File: src/rtl/pkpwm_pkg.sv
package pkpwm_pkg;

    // width of the in-period position carried between sub-blocks
    localparam int unsigned POS_W = 16;

    typedef struct packed {
        logic             start;
        logic [POS_W-1:0] pos;
    } tick_t;

    typedef enum logic [1:0] {
        GATE_OFF   = 2'd0,
        GATE_BLANK = 2'd1,
        GATE_SENSE = 2'd2
    } gate_phase_e;

    // number of on-time cycles allowed by the duty clamp
    function automatic int unsigned duty_cycles(int unsigned period, int unsigned pct);
        return (period * pct) / 100;
    endfunction

    // clock cycles between soft-start code increments
    function automatic int unsigned ss_step(int unsigned total, int unsigned w);
        int unsigned s;
        s = total / ((1 << w) - 1);
        return (s == 0) ? 1 : s;
    endfunction

endpackage

File: src/rtl/pkpwm_cycle_timer.sv
module pkpwm_cycle_timer #(
    parameter int unsigned PERIOD_CYC = 3077
) (
    input  logic             clk_i,
    input  logic             rst_i,
    input  logic             en_i,
    output pkpwm_pkg::tick_t tick_o
);
    import pkpwm_pkg::*;

    localparam int unsigned CNT_W = $clog2(PERIOD_CYC);
    localparam logic [CNT_W-1:0] LAST = CNT_W'(PERIOD_CYC - 1);

    logic [CNT_W-1:0] cnt_q;
    logic             run_q;

    always_ff @(posedge clk_i) begin
        if (rst_i || !en_i) begin
            run_q <= 1'b0;
            cnt_q <= '0;
        end else begin
            run_q <= 1'b1;
            if (!run_q || cnt_q == LAST) begin
                cnt_q <= '0;
            end else begin
                cnt_q <= cnt_q + 1'b1;
            end
        end
    end

    assign tick_o.start = run_q && (cnt_q == '0);
    assign tick_o.pos   = POS_W'(cnt_q);

endmodule

File: src/rtl/pkpwm_gate_ctrl.sv
module pkpwm_gate_ctrl #(
    parameter int unsigned PERIOD_CYC = 3077,
    parameter int unsigned DUTY_PCT   = 80,
    parameter int unsigned LEB_CYC    = 54
) (
    input  logic             clk_i,
    input  logic             rst_i,
    input  logic             en_i,
    input  pkpwm_pkg::tick_t tick_i,
    input  logic             trip_i,
    input  logic             skip_i,
    output logic             drv_o
);
    import pkpwm_pkg::*;

    localparam int unsigned DMAX = duty_cycles(PERIOD_CYC, DUTY_PCT);
    localparam logic [POS_W-1:0] DMAX_P = POS_W'(DMAX);
    localparam logic [POS_W-1:0] LEB_P  = POS_W'(LEB_CYC);
    localparam gate_phase_e FIRST_PHASE = (LEB_CYC == 0) ? GATE_SENSE : GATE_BLANK;

    gate_phase_e phase_q, phase_d;

    always_comb begin
        phase_d = phase_q;
        unique case (phase_q)
            GATE_OFF: begin
                // skip is looked at only here, at the period boundary
                if (tick_i.start && !skip_i) begin
                    phase_d = FIRST_PHASE;
                end
            end
            GATE_BLANK: begin
                // trip is masked while blanking
                if (tick_i.pos == DMAX_P) begin
                    phase_d = GATE_OFF;
                end else if (tick_i.pos == LEB_P) begin
                    phase_d = GATE_SENSE;
                end
            end
            GATE_SENSE: begin
                if (tick_i.pos == DMAX_P || trip_i) begin
                    phase_d = GATE_OFF;
                end
            end
            default: phase_d = GATE_OFF;
        endcase
    end

    always_ff @(posedge clk_i) begin
        if (rst_i || !en_i) begin
            phase_q <= GATE_OFF;
        end else begin
            phase_q <= phase_d;
        end
    end

    assign drv_o = (phase_q != GATE_OFF);

endmodule

File: src/rtl/pkpwm_softstart.sv
module pkpwm_softstart #(
    parameter int unsigned SS_CYC = 820000,
    parameter int unsigned SS_W   = 8
) (
    input  logic            clk_i,
    input  logic            rst_i,
    input  logic            en_i,
    output logic [SS_W-1:0] code_o
);
    import pkpwm_pkg::*;

    localparam int unsigned STEP = ss_step(SS_CYC, SS_W);
    localparam logic [SS_W-1:0] FULL = '1;

    logic            adv;
    logic [SS_W-1:0] code_q;

    if (STEP > 1) begin : g_pre
        localparam int unsigned PW = $clog2(STEP);
        localparam logic [PW-1:0] PRE_LAST = PW'(STEP - 1);
        logic [PW-1:0] pre_q;

        always_ff @(posedge clk_i) begin
            if (rst_i || !en_i) begin
                pre_q <= '0;
            end else if (pre_q == PRE_LAST) begin
                pre_q <= '0;
            end else begin
                pre_q <= pre_q + 1'b1;
            end
        end

        assign adv = (pre_q == PRE_LAST);
    end else begin : g_nopre
        assign adv = 1'b1;
    end

    always_ff @(posedge clk_i) begin
        if (rst_i || !en_i) begin
            code_q <= '0;
        end else if (adv && code_q != FULL) begin
            code_q <= code_q + 1'b1;
        end
    end

    assign code_o = code_q;

endmodule

File: src/rtl/pkpwm_sequencer.sv
module pkpwm_sequencer #(
    parameter int unsigned PERIOD_CYC = 3077,
    parameter int unsigned DUTY_PCT   = 80,
    parameter int unsigned LEB_CYC    = 54,
    parameter int unsigned SS_CYC     = 820000,
    parameter int unsigned SS_W       = 8
) (
    input  logic            clk_i,
    input  logic            rst_i,
    input  logic            en_i,
    input  logic            trip_i,
    input  logic            skip_i,
    output logic            drv_o,
    output logic            ramp_en_o,
    output logic            cyc_start_o,
    output logic [SS_W-1:0] ss_code_o
);
    import pkpwm_pkg::*;

    tick_t tick;
    logic  gate;

    pkpwm_cycle_timer #(
        .PERIOD_CYC(PERIOD_CYC)
    ) i_timer (
        .clk_i (clk_i),
        .rst_i (rst_i),
        .en_i  (en_i),
        .tick_o(tick)
    );

    pkpwm_gate_ctrl #(
        .PERIOD_CYC(PERIOD_CYC),
        .DUTY_PCT  (DUTY_PCT),
        .LEB_CYC   (LEB_CYC)
    ) i_gate (
        .clk_i (clk_i),
        .rst_i (rst_i),
        .en_i  (en_i),
        .tick_i(tick),
        .trip_i(trip_i),
        .skip_i(skip_i),
        .drv_o (gate)
    );

    pkpwm_softstart #(
        .SS_CYC(SS_CYC),
        .SS_W  (SS_W)
    ) i_ss (
        .clk_i (clk_i),
        .rst_i (rst_i),
        .en_i  (en_i),
        .code_o(ss_code_o)
    );

    assign drv_o       = gate;
    assign ramp_en_o   = gate;
    assign cyc_start_o = tick.start;

endmodule

File: config.mk
export PLATFORM = sky130hd
export DESIGN_NAME = pkpwm_sequencer
export DESIGN_NICKNAME = d
export VERILOG_FILES = /design/src/rtl/pkpwm_pkg.sv /design/src/rtl/pkpwm_cycle_timer.sv /design/src/rtl/pkpwm_gate_ctrl.sv /design/src/rtl/pkpwm_softstart.sv /design/src/rtl/pkpwm_sequencer.sv
export SDC_FILE = /design/constraint.sdc
export NUM_CORES = 1
export LEC_CHECK = 0
export BUFFER_PORTS_ARGS = -buffer_cell sky130_fd_sc_hd__buf_2
export CAP_MARGIN = 15
export CORE_MARGIN = 3
export CORE_UTILIZATION = 40
export DETAILED_ROUTE_END_ITERATION = 8
export SKIP_LAST_GASP = 1
export SLEW_MARGIN = 20
export SYNTH_ARGS = -nofsm -noshare
export SYNTH_HDL_FRONTEND = slang
export SYNTH_SLANG_ARGS = --single-unit
File: constraint.sdc
create_clock -name clk_i -period 2.2 [get_ports clk_i]
set_input_delay 0.22 -clock clk_i [delete_from_list [all_inputs] [get_ports clk_i]]
set_output_delay 0.22 -clock clk_i [all_outputs]
set_load 0.02 [all_outputs]
# Word-level counts from Yosys, hierarchy flattened
# Cells that the tools add are included.
# totals
register_bits,35
latch_bits,0
ramBits,0
rom_bits,0
in_bits,5
output_inout_bits,11
wordCells,39
n_memories,0
# classes
addsub,3
multipliers,0
div,0
order_cmp,0
n_eq_ne,10
n_shift,0
muxes,6
n_bitwise,0
reduce_logical,15
# ops
cell,count
"equality test 12 bit, second input constant",3
"adder 12 x 1 -> 12 bit, second input constant",2
"equality test 12 x 6 -> 1 bit, second input constant",1
logical NOT 12 bit,1
"adder 8 x 1 -> 8 bit, second input constant",1
two-way mux 2 bit,4
"!= test 8 bit, second input constant",1
case mux 2 bit (3 select lines),1
"!= test 2 x 1 -> 1 bit, second input constant",2
OR reduction 2 bit,2
logical AND 1 bit,3
logical NOT 1 bit,3
logical OR 1 bit,3
"!= test 3 x 1 -> 1 bit, second input constant",1
AND reduction 3 bit,1
"equality test 2 x 1 -> 1 bit, second input constant",1
"equality test 2 bit, second input constant",1
logical NOT 2 bit,1
nonzero test 2 bit,1
two-way mux 1 bit,1

# Logic depth before layout (Yosys ltp)
# depth
ltp_word,5
ltp_mapped,8
ltp_nobuf,6

# Hierarchy
# From an unflattened synthesis, not the netlist that was laid out.
# unflattened
hier_cells,205
area_unflattened_um2,1818.0
# modules_own_cells
module,n_inst,cells_per_inst,area_each_um2,seq_area_each_um2
pkpwm_softstart,1,107,957.2,400.4
pkpwm_cycle_timer,1,72,654.4,260.2
pkpwm_gate_ctrl,1,25,198.9,40.0
pkpwm_sequencer,1,1,7.5,0.0

# Least setup slack after synthesis
# Ideal clock, no wire load.
# synth_path
kind,reg-to-reg
startpoint,reg i_timer.cnt_q[3]
endpoint,reg i_gate.phase_q[0]
setup_time_ns,0.060
t_arrival_ns,1.552
required_time_ns,2.140
setup_slack_ns,0.588
stages_incl_launch_ff,5
n_path_buf,0
synth_period_minus_slack_ns,1.612
path_cell_list,dfxtp_1 -> nor4_2 -> nand4_1 -> nor4_2 -> a2bb2o_1
# synth_between
elab_chain_len,5
elab_cells_between_ends,12
cone_classes,eq/ne: 5; mux: 2; reduce/logical: 5
# synth_rtl
element,line,rtl
"start, declared",pkpwm_cycle_timer.sv:14,logic [CNT_W-1:0] cnt_q;
"start signal, assigned",pkpwm_cycle_timer.sv:26,cnt_q <= cnt_q + 1'b1;
logical NOT 12 bit,pkpwm_cycle_timer.sv:31,assign tick_o.start = run_q && (cnt_q == '0);
logical AND 1 bit,pkpwm_cycle_timer.sv:31,
net cyc_start_o,pkpwm_sequencer.sv:15,"output logic cyc_start_o,"
logical AND 1 bit,pkpwm_gate_ctrl.sv:28,if (tick_i.start && !skip_i) begin
!= test 2 x 1 -> 1 bit (no source line),-,
AND reduction 3 bit (no source line),-,
"end signal, assigned",pkpwm_gate_ctrl.sv:53,phase_q <= phase_d;
"end, declared",pkpwm_gate_ctrl.sv:21,"gate_phase_e phase_q, phase_d;"
# The timed path passes the listed nets, and every way through them passes these cells.
# A chain may end at the register's enable or synchronous reset.

# Worst setup path after layout
# layout_path
startpoint,reg i_timer.cnt_q[3]
endpoint,out cyc_start_o
# layout_between
elab_chain_len,2
# layout_rtl
element,line
logical NOT 12 bit,pkpwm_cycle_timer.sv:31
logical AND 1 bit,pkpwm_cycle_timer.sv:31
"end, declared",pkpwm_sequencer.sv:15
# Every way passes these cells.

==> impl_metrics.csv <==
group,metric,value,unit
cells_and_area,diodes,0,
timing,finalCritPeriodShare,89.7,%
floorplan,core_area,4060,um2
clock_network,cts.htree.levels,2,
floorplan,die_area,5050,um2
worst_setup_path,cp_slowest_cell,"nor4_2",
synth,ys_seq_area_share,41.4,%
cells_and_area,final_nets,221,
synth,synth-edff-count,0,
placed_design,place_congestion,0.762,
clock_network,cts_buffer_depth,2,
global_route,gr-total-overflow,0,
timing,tightest_slew,0.420,ns
floorplan,io_pins,16,
worst_setup_path,worstReg2RegStart,"i_ss.g_pre.pre_q[0]",
timing,setup_violations,0,
timing,slew_headroom,72.0,%
timing,finalClockSkew,0.00462,ns
clock_network,path_clk_slew,0.07,ns
synth,async_flop_share,0,%
routing,drt_iter0_markers,64,
timing,rsz0062_at_grt,"false",
global_route,grt_pass1_wl,5400,um
worst_setup_path,crit_path_start,"i_timer.cnt_q[3]",
synth,yosysWarnings,0,
synth,synth.net_count,205,
timing,final.setup.tns,0,ns
worst_setup_path,crit_chain,"nor4_2, nand4_1, nor4_2, buf_2",
worst_setup_path,path_delay_family,"simple AND/OR/NAND/NOR gates",
global_route,track_usage,13.3,%
run_status,run_status,"complete, no violations",
routing,viasPerCell,5.14,
floorplan,die_w,71.1,um
power_and_ir_drop,power_leakage,0.639,nW
cells_and_area,drive_gt1_share,14.3,%
synth,syn_inst,193,
power_and_ir_drop,finalPower,1.11,mW
routing,route.detailed.drc,0,
worst_setup_path,crit_buf_inv,1,
timing,hold-worst-slack,0.208,ns
placed_design,port_buffers,15,
power_and_ir_drop,irDropWorstVdd,0.000353,V
routing,totalWireLength,3080,um
placed_design,dp_hpwl,2220,um
worst_setup_path,arrival,1.75,ns
worst_setup_path,worstSetupStartpointType,"register",
synth,synth_cell_types,37,
timing,max_freq,507,MHz
clock_network,clock-sinks,35,
placed_design,place_area,1790,um2
global_route,antenna_found_initial,0,
synth,synth.cell_area,1690,um2
run,cap_violations,0,
floorplan,fp-row-count,23,
synth,synth.ff_latch_count,35,
cells_and_area,area_delta_synth_final,10.9,%
timing,drv_slew,0,
placed_design,dp.cells,252,
worst_hold_path,min_path_type,"in2reg",
clock_network,clk_latency,0.28,ns
synth,synth.area.top_cells,"dfxtp_1, xnor2_1, nor2_1",
worst_setup_path,max_stage_delay,0.42,ns
timing,hold_violations,0,
placed_design,dp_slack,0.385,ns
cells_and_area,fin_area,1880,um2
cells_and_area,layout.cells.non_filler,260,
timing,layout_setup_ws,0.228,ns
timing,period_minus_slack,1.97,ns
worst_setup_path,path_max_fanout,5,
clock_network,postCtsSetupBuffers,0,
synth,synth.avg_cell_area,8.78,um2
clock_network,numCtsBuffers,5,
synth,ys.flop_type,"dfxtp_1",
synth,synth_top_area_share,41.4,%
routing,vias,1336,
global_route,grt_pass1_vias,1221,
floorplan,start_util,41.8,%
worst_setup_path,path_common_cell,"nor4_2",
routing,wl_per_cell,11.8,um
clock_network,cts-root-buf,"clkbuf_8",
clock_network,cts_tree,"built",
worst_setup_path,path_class,"reg2out",
clock_network,post_cts_resize_count,0,
worst_setup_path,end_kind,"output port",
synth,yosysTopAreaCell,"dfxtp_1",
worst_hold_path,worstHoldStart,"trip_i",
worst_setup_path,required,1.98,ns
global_route,grt_start_max_net_pins,18,
cells_and_area,fin_util,46.3,%
power_and_ir_drop,power_per_cell_area,593,nW/um2
routing,drt.antenna.violating_nets,0,
clock_network,ctsHoldBuffers,0,
routing,firstDrtPassIters,4,
floorplan,die_y,71.1,um
## power by group
group | internal, mW | switching [mW] | total (mW)
clock network | 0.216 | 0.228 | 0.445
registers | 0.637 | 0.00343 | 0.640
logic | 0.0102 | 0.0181 | 0.0283
total | 0.864 | 0.250 | 1.11
## area by class of cell
| cell class | count | area [um2] |
|---|---|---|
| multi-input combinational | 139 | 903 |
| sequential | 35 | 701 |
| timing repair buffer | 16 | 82.6 |
| inverter | 12 | 45.0 |
| clock buffer | 5 | 68.8 |
| tap | 50 | 62.6 |
| fill | 394 | 2180 |
| clock inverter | 3 | 15.0 |
## final timing paths
kind	end	slack, ns	cells past startpoint
min	i_gate.phase_q[1]	0.21	4
min reg2reg	i_ss.g_pre.pre_q[0]	0.48	1
max reg2reg	i_ss.code_o[7]	0.38	6
max	cyc_start_o	0.23	4
## cell usage after synthesis (all sizes together), types with 4 or more instances
cell,instances
buf,6
xnor2,18
o31ai,5
a21oi,7
nor2,31
dfxtp,35
nand2,11
inv,12
nand4,7
ha,7
nand3,12
nor3,7
or4,4
nor4,6
## worst min-delay path: cells and delay by family
kind | cells | cell delay (ns)
buffers and inverters | 2 | 0.10
and+or+nand+nor | 1 | 0.07
AOI/OAI and AO/OA | 1 | 0.06
## layout by cell type (no fill, tap or decap), types with 2 or more instances in the layout
master and n:
a21oi_1 7, nor3_1 7, nand2b_1 2, or4_1 4, clkinv_2 3, nor2_1 31
or3_1 2, o31ai_1 5, xnor2_1 18, nand3_1 11, o41ai_1 2, nor4_2 2
nand3b_1 2, buf_2 15, xor2_1 2, o211ai_1 2, nor4_1 4, nand4_1 7
nand2_1 11, clkbuf_8 5, inv_1 12, ha_1 7, dfxtp_1 35
## sequential cells by signal, indices dropped and copies added, names as in the netlist
signal	flops
i_timer.run_q	1
i_ss.code_o	8
i_ss.g_pre.pre_q	12
i_gate.phase_q	2
i_timer.cnt_q	12
## routing by layer
metal  wire length (um)  track usage, %  share of wire [%]
met3                116            4.26                3.8
met2               1400            21.4                 45
met5                  0               0                  0
met4                 44            3.76                1.4
met1               1520            17.0                 49
## cells by family after synthesis
logic type | share of synthesized area [%]
XOR/XNOR | 10.3
flip-flops | 41.4
adder cells (fa/ha/maj) | 5.17
AO/OA/AOI/OAI | 8.20
AND/OR/NAND/NOR | 29.6
buffers and inverters | 5.32
Power figures use the tool's default switching activity.
